File: src/rtl/cvr_pkg.sv
package cvr_pkg;

  // Classification of the discarded fraction relative to one half
  typedef enum logic [1:0] {
    FRAC_BELOW = 2'd0,
    FRAC_HALF  = 2'd1,
    FRAC_ABOVE = 2'd2
  } frac_cls_e;

endpackage

File: src/rtl/cvr_frac_class.sv
module cvr_frac_class
  import cvr_pkg::*;
#(
  parameter int DROP_W = 8
) (
  input  logic [DROP_W-1:0] frac,
  output frac_cls_e         cls
);

  generate
    if (DROP_W == 1) begin : g_single
      always_comb begin
        cls = frac[0] ? FRAC_HALF : FRAC_BELOW;
      end
    end else begin : g_multi
      logic rest_zero;
      always_comb begin
        rest_zero = (frac[DROP_W-2:0] == '0);
        if (!frac[DROP_W-1])   cls = FRAC_BELOW;
        else if (rest_zero)    cls = FRAC_HALF;
        else                   cls = FRAC_ABOVE;
      end
    end
  endgenerate

endmodule

File: src/rtl/cvr_round_add.sv
module cvr_round_add
  import cvr_pkg::*;
#(
  parameter int KEEP_W = 16,
  localparam int SUM_W = KEEP_W + 1
) (
  input  logic [KEEP_W-1:0] kept,
  input  frac_cls_e         cls,
  output logic [SUM_W-1:0]  sum
);

  logic bump;

  // Ties go up only when the kept LSB is odd, giving an even result
  always_comb begin
    bump = (cls == FRAC_ABOVE) || ((cls == FRAC_HALF) && kept[0]);
    sum  = {kept[KEEP_W-1], kept} + {{(SUM_W-1){1'b0}}, bump};
  end

endmodule

File: src/rtl/cvr_saturate.sv
module cvr_saturate #(
  parameter int SUM_W = 17,
  parameter int OUT_W = 16
) (
  input  logic [SUM_W-1:0] sum,
  output logic [OUT_W-1:0] res
);

  localparam logic [OUT_W-1:0] LIM_HI = {1'b0, {(OUT_W-1){1'b1}}};
  localparam logic [OUT_W-1:0] LIM_LO = {1'b1, {(OUT_W-1){1'b0}}};

  generate
    if (SUM_W > OUT_W) begin : g_clamp
      localparam int TOP_W = SUM_W - OUT_W + 1;
      logic [TOP_W-1:0] top_bits;
      logic             fits;
      always_comb begin
        top_bits = sum[SUM_W-1:OUT_W-1];
        fits     = (top_bits == '0) || (top_bits == '1);
        if (fits)                res = sum[OUT_W-1:0];
        else if (sum[SUM_W-1])   res = LIM_LO;
        else                     res = LIM_HI;
      end
    end else begin : g_extend
      always_comb begin
        res = {{(OUT_W-SUM_W){sum[SUM_W-1]}}, sum};
      end
    end
  endgenerate

endmodule

File: src/rtl/conv_round_unit.sv
module conv_round_unit
  import cvr_pkg::*;
#(
  parameter int IN_W   = 24,
  parameter int DROP_W = 8,
  parameter int OUT_W  = 16
) (
  input  logic              clk,
  input  logic              rst_n,
  input  logic              i_valid,
  input  logic [IN_W-1:0]   i_data,
  output logic              o_valid,
  output logic [OUT_W-1:0]  o_data
);

  localparam int KEEP_W = IN_W - DROP_W;
  localparam int SUM_W  = KEEP_W + 1;

  frac_cls_e        cls;
  logic [SUM_W-1:0] sum;
  logic [OUT_W-1:0] res;

  cvr_frac_class #(.DROP_W(DROP_W)) u_cls (
    .frac (i_data[DROP_W-1:0]),
    .cls  (cls)
  );

  cvr_round_add #(.KEEP_W(KEEP_W)) u_add (
    .kept (i_data[IN_W-1:DROP_W]),
    .cls  (cls),
    .sum  (sum)
  );

  cvr_saturate #(.SUM_W(SUM_W), .OUT_W(OUT_W)) u_sat (
    .sum (sum),
    .res (res)
  );

  // Output stage: next-state and register processes kept apart
  logic             vld_q, vld_d;
  logic [OUT_W-1:0] dat_q, dat_d;

  always_comb begin
    vld_d = i_valid;
    dat_d = dat_q;
    if (i_valid) dat_d = res;
  end

  always_ff @(posedge clk or negedge rst_n) begin
    if (!rst_n) begin
      vld_q <= 1'b0;
      dat_q <= '0;
    end else begin
      vld_q <= vld_d;
      dat_q <= dat_d;
    end
  end

  assign o_valid = vld_q;
  assign o_data  = dat_q;

  // ---------------- assertions ----------------
  localparam int CW = ((IN_W > OUT_W + DROP_W) ? IN_W : OUT_W + DROP_W) + 2;
  localparam logic signed [CW-1:0] HALF_X = $signed(CW'(1) << (DROP_W - 1));
  localparam logic [OUT_W-1:0] OUT_HI = {1'b0, {(OUT_W-1){1'b1}}};
  localparam logic [OUT_W-1:0] OUT_LO = {1'b1, {(OUT_W-1){1'b0}}};

  logic [IN_W-1:0]        chk_in;
  logic signed [CW-1:0]   chk_err;

  always_ff @(posedge clk or negedge rst_n) begin
    if (!rst_n)       chk_in <= '0;
    else if (i_valid) chk_in <= i_data;
  end

  always_comb begin
    chk_err = CW'($signed(chk_in)) - (CW'($signed(o_data)) <<< DROP_W);
  end

  // valid follows the input qualifier by one edge
  assert_valid_lag_R6: assert property (@(posedge clk) disable iff (!rst_n)
    i_valid |=> o_valid);
  assert_invalid_lag_R6: assert property (@(posedge clk) disable iff (!rst_n)
    !i_valid |=> !o_valid);

  // output word holds when nothing is offered
  assert_hold_R7: assert property (@(posedge clk) disable iff (!rst_n)
    !i_valid |=> $stable(o_data));

  // an unclamped result lies within half an output step of the input
  assert_near_R2: assert property (@(posedge clk) disable iff (!rst_n)
    (o_valid && o_data != OUT_HI && o_data != OUT_LO) |->
      (chk_err <= HALF_X && chk_err >= -HALF_X));

  // an exact midpoint that is not clamped leaves an even result
  assert_tie_even_R3: assert property (@(posedge clk) disable iff (!rst_n)
    (o_valid && chk_in[DROP_W-1:0] == HALF_X[DROP_W-1:0] && o_data != OUT_HI)
      |-> !o_data[0]);

endmodule

File: config.mk
export PLATFORM = sky130hd
export DESIGN_NAME = conv_round_unit
export DESIGN_NICKNAME = d
export VERILOG_FILES = /design/src/rtl/cvr_pkg.sv /design/src/rtl/cvr_frac_class.sv /design/src/rtl/cvr_round_add.sv /design/src/rtl/cvr_saturate.sv /design/src/rtl/conv_round_unit.sv
export SDC_FILE = /design/constraint.sdc
export NUM_CORES = 1
export LEC_CHECK = 0
export ABC_CLOCK_PERIOD_IN_PS = 1530
export BUFFER_PORTS_ARGS = -buffer_cell sky130_fd_sc_hd__buf_4
export CORE_UTILIZATION = 40
export CTS_BUF_LIST = sky130_fd_sc_hd__clkbuf_4 sky130_fd_sc_hd__clkbuf_8 sky130_fd_sc_hd__clkbuf_16
export DETAILED_ROUTE_END_ITERATION = 16
export GPL_ROUTABILITY_DRIVEN = 0
export PLACE_DENSITY = 0.69
export SYNTH_ARGS = -nofsm -noshare
export SYNTH_HDL_FRONTEND = slang
export SYNTH_SLANG_ARGS = --single-unit
export TNS_END_PERCENT = 5
File: constraint.sdc
create_clock -name clk -period 1.53 [get_ports clk]
set_input_delay 0.153 -clock clk [delete_from_list [all_inputs] [get_ports clk]]
set_output_delay 0.153 -clock clk [all_outputs]
set_load 0.01 [all_outputs]
# [Word-level counts from Yosys, hierarchy flattened]
# Cells that the tools add are included.
[classes] addsub=1 eq_ne=3 n_mux=4 reduce_logical=5
[op_table] op="16-bit two-way mux" count=2
[op_table] op="16-bit by 2-bit adder with 17-bit output" count=1
[op_table] op="7-bit zero test" count=1
[op_table] op="2-bit == test, second input constant" count=2
[op_table] op="2-bit two-way mux" count=2
[op_table] op="2-bit by 1-bit == test with 1-bit output, second input constant" count=1
[op_table] op="2-bit zero test" count=1
[op_table] op="1-bit logical OR" count=2
[op_table] op="1-bit logical AND" count=1
[totals] reg_bits=17 input_bits=27 output_inout_bits=17 wordCells=15

# [Logic depth before layout (Yosys ltp)]
[depth] depth_word=10 mapped_depth=7 mapped_depth_nobuf=7

# [By module]
# A second synthesis with hierarchy kept.
[hier_totals] cells_unflattened=123 area_unflattened_um2=1258.7
[modules_own_cells] mod="conv_round_unit" instances=1 cells_per_inst=35 area_per_inst_um2=674.4 seq_area_each_um2=425.4
[modules_own_cells] mod="cvr_round_add" instances=1 cells_per_inst=46 area_per_inst_um2=337.8 seq_area_each_um2=0.0
[modules_own_cells] mod="cvr_saturate" instances=1 cells_per_inst=38 area_per_inst_um2=215.2 seq_area_each_um2=0.0
[modules_own_cells] mod="cvr_frac_class" instances=1 cells_per_inst=4 area_per_inst_um2=31.3 seq_area_each_um2=0.0

# [Worst setup path before layout]
# OpenSTA, ideal clock, no wires.
[synth_timing] path_type="input to register" from="input i_data[8]" to="register dat_q[10], in the netlist o_data[10]" arrival_ps=1562 required_ps=1409 slack_ps=-153 stages=7 path_buffers=0 cell_sequence="and2_1 > ha_1 > and3_1 > and3_1 > o21ai_1 > nand2_2 > o22a_1"
[synth_via] elab_chain_len=6 elab_cells_between_ends=8 classes_between="add/sub: 1; eq/ne: 1; mux: 2; reduce/logical: 4"
[synth_rtl] item="start, declared" line="conv_round_unit.sv:11" text="input logic [IN_W-1:0] i_data,"
[synth_rtl] item="1-bit logical AND" line="cvr_round_add.sv:16" text="bump = (cls == FRAC_ABOVE) || ((cls == FRAC_HALF) && kept[0]);"
[synth_rtl] item="1-bit logical OR" line="cvr_round_add.sv:16"
[synth_rtl] item="16-bit by 2-bit adder with 17-bit output *" line="cvr_round_add.sv:17" text="sum = {kept[KEEP_W-1], kept} + {{(SUM_W-1){1'b0}}, bump};"
[synth_rtl] item="2-bit == test / 2-bit zero test (equally long branches)" line="cvr_saturate.sv:19" text="fits = (top_bits == '0) || (top_bits == '1);"
[synth_rtl] item="1-bit logical OR" line="cvr_saturate.sv:19"
[synth_rtl] item="16-bit two-way mux *" line="cvr_saturate.sv:20" text="if (fits) res = sum[OUT_W-1:0];"
[synth_rtl] item="end signal, assigned" line="conv_round_unit.sv:55" text="dat_q <= dat_d;"
[synth_rtl] item="end, declared" line="conv_round_unit.sv:41" text="logic [OUT_W-1:0] dat_q, dat_d;"
# Every way passes the cells marked *; elsewhere a longest branch is shown, timed or not.
# A chain may end at the register's enable or synchronous reset.

# [Worst setup path after layout]
[layout_timing] from="input i_data[8]" to="register dat_q[8], in the netlist o_data[8]"
# The elaborated chain is that of the path after synthesis.

==> out/results.tsv <==
stage	metric	value	unit
floorplan	height of the chip	52.15	µm
routing	Routed WL	2522	µm
final_layout	share of cells above drive strength 1	0.3861	
setup_path	crit path cell chain	buf_4 > and2_1 > ha_2 > and3_4 > and3_1 > o21ai_2 > nand2_2 > o22a_1	
sta	Slew Viols, Final	0	
pwr	P per Cell Area	725.5	nW/µm²
synth	synth warn	0	
sta	FMAX	0.7711	GHz
job	max capacitance violation total	0	
grt	met1 global-route usage	0.2536	
setup_path	Crit. End Element	flop	
grt	met3 track utilization from global routing	0.008772	
grt	initial antenna violation count	0	
setup_path	Slowest cell on crit path	o22a_1	
synth	Avg Inst Size Synth	9.490	µm²
synth	Mapped Nets	134	
routing	# DRC	0	
setup_path	crit-path max FO	10	
sta	minimum clock period	1.297	ns
setup_path	crit-path max cell delay	0.22	ns
setup_path	critical path launch point type	input port	
sta	Least-Margin Pin Slew	0.3187	ns
synth	Synth top area share	0.4229	
clock_network	CTS tree	done	
synth	Synth area leader	dfrtp_1	
setup_path	WP data arrival	1.49	ns
placement	PortBufs	43	
setup_path	Critical Path Source	i_data[8]	
grt	global-route wire length before repair	3939	µm
placement	Worst Setup Slack post-DPL	-0.08825	ns
sta	RSZ-0062 raised after global routing	no	
synth	Distinct cells, synth	29	
min_path	Hold WC Path Type	input port to flop	
run_status	status	finished clean	
clock_network	Root Buffer	clkbuf_4	
setup_path	worst path bufs/invs	1	
floorplan	core area	2297	µm²
floorplan	width of the die	52.15	µm
clock_network	Reg clk slew, reported paths	0.09	ns
routing	Vias/cell	5.328	
clock_network	Clock Tree Buf Depth	2	
setup_path	Top Family by Delay on Critical Path	simple AND/OR/NAND/NOR gates	
floorplan	starting density of the core	0.4379	
synth	post-synthesis sequential area ratio	0.4229	
grt	number of global-route vias before repair	884	
setup_path	Data required, critical path	1.72	ns
routing	Post-DRT Antenna Nets	0	
final_layout	P&R area growth vs syn	44.40	%
final_layout	ant diodes	0	
routing	Initial DRC Count	27	
final_layout	most frequent cells in the layout	49 x buf_4, 17 x dfrtp_1, 13 x nor2_1	
clock_network	H-Tree Depth	1	
grt	largest net degree at the start of global routing	25	
pwr	Max VDD drop	0.0004492	V
final_layout	most common cell after layout, fill and taps aside	buf_4	
floorplan	IO Count	44	
grt	Most Used Layer, Global Route	met2	
synth	Gate Count Post-Synth	106	
floorplan	FP Rows	17	
setup_path	critical path type	input port to flop	
sta	Clock Skew	0	ns
clock_network	Resized Gates After CTS	0	
sta	Rel. slew slack	0.7845	
final_layout	Post-Layout Cell Count	186	
floorplan	die area	2720	µm²
placement	DP Wirelength	1975	µm
sta	Setup TNS	0	ns
grt	gr ovfl total	0	
min_path	worst hold start	i_valid	
final_layout	fillers	198	
grt	grt met2 use	0.3269	
placement	placed insts	181	
pwr	Leak	0.0006492	µW
synth	Post-Syn Area	1006	µm²
synth	Yosys reg bits	17	
sta	Final Cycle Share	0.8476	
sta	final setup margin	0.2331	ns
pwr	overall power	1054	µW
grt	GR Util All Layers	0.2016	
clock_network	cts bufs inserted	3	
sta	final setup vio count	0	
sta	Final Hold Fails	0	
routing	routed vias	991	
final_layout	nets@finish	187	
routing	routed len/inst	13.56	µm
synth	Synth area leaders	dfrtp_1 42%, o22a_1 8.7%, xnor2_1 6.1%	
routing	TritonRoute pass-1 iters	4	
clock_network	clk_lat worst skew	0.29	ns
clock_network	Num Clock Sinks	17	
setup_path	Worst R2R Start	o_data[10]	
logic make-up (layout without fill, tap and decap cells):
family / Yosys count / in the layout / share of synthesized area
buffers and inverters: 6 / 58 / 0.02239
xor gates and xnor gates: 12 / 12 / 0.1045
AOI/OAI and AO/OA: 24 / 24 / 0.1716
DFF: 17 / 17 / 0.4229
adders and majority gates: 1 / 1 / 0.01244
and+or+nand+nor: 46 / 46 / 0.2662
synth_stat cells:
cell,instances
and3_1,3
nor2_8,1
o31ai_1,1
ha_1,1
nand3_1,5
nand4_4,1
a31oi_1,6
and2_1,2
o21ai_1,1
xor2_1,5
nand2_2,1
dfrtp_1,17
inv_1,4
clkbuf_1,2
or4_4,1
nand2_1,6
nor4b_1,1
xnor2_1,7
nor4_1,3
nand4_1,2
a211oi_1,1
o21ai_0,3
nor2_1,13
or3_1,1
a21oi_1,1
o211ai_1,1
and4_2,1
nor3_1,5
o22a_1,10
layer usage:
| metal | vias to the layer above | share of wire |
|---|---|---|
| met1 | 456 | 0.45 |
| met2 | 37 | 0.47 |
| met5 | - | 0 |
| met4 | 0 | 0.027 |
| met3 | 4 | 0.044 |
| li1 | 494 | - |
stage by stage:
stage          area, µm²  hold WS [ns]    util
6_report            1453        0.1230  0.6324
5_1_grt             1453        0.1206  0.6324
4_1_cts             1453        0.1071  0.6324
3_5_place_dp        1413       0.03088  0.6149
3_3_place_gp        1413       0.02311  0.6149
2_1_floorplan       1017       -0.1426       -
final cells by class:
type	instances	area, µm²	share of cell area
Inverter	4	15.01	0.01034
Clock buffer	4	30.03	0.02067
Tap cell	28	35.03	0.02412
Timing Repair Buffer	50	377.9	0.2601
Sequential cell	17	425.4	0.2929
Multi-Input combinational cell	83	569.3	0.3919
where the power goes:
group | leakage, µW | switching (µW) | internal (µW)
registers | 0.000191 | 22.7 | 491
logic | 0.000440 | 131 | 152
clock network | 0.0000184 | 137 | 119
total | 0.000649 | 291 | 763
sequential cells by signal, summed over array words and instances (netlist names):
register	count
o_data	16
o_valid	1
worst paths after layout:
kind / endpoint / slack, ns / cells after the start
min in group asynchronous: o_data[14] / 0.25 / 2
hold / removal: o_valid / 0.12 / 1
hold reg to reg: o_data[14] / 0.51 / 1
max in group asynchronous: o_valid / 1.09 / 2
setup reg to reg: o_data[10] / 0.83 / 1
setup / recovery: o_data[8] / 0.23 / 8
repair_timing:
action,CTS,global route
endpoints found under the hold margin,17,0
hold buffers,1,0
setup buffers,0,0
(Power assumes the default switching activity.)
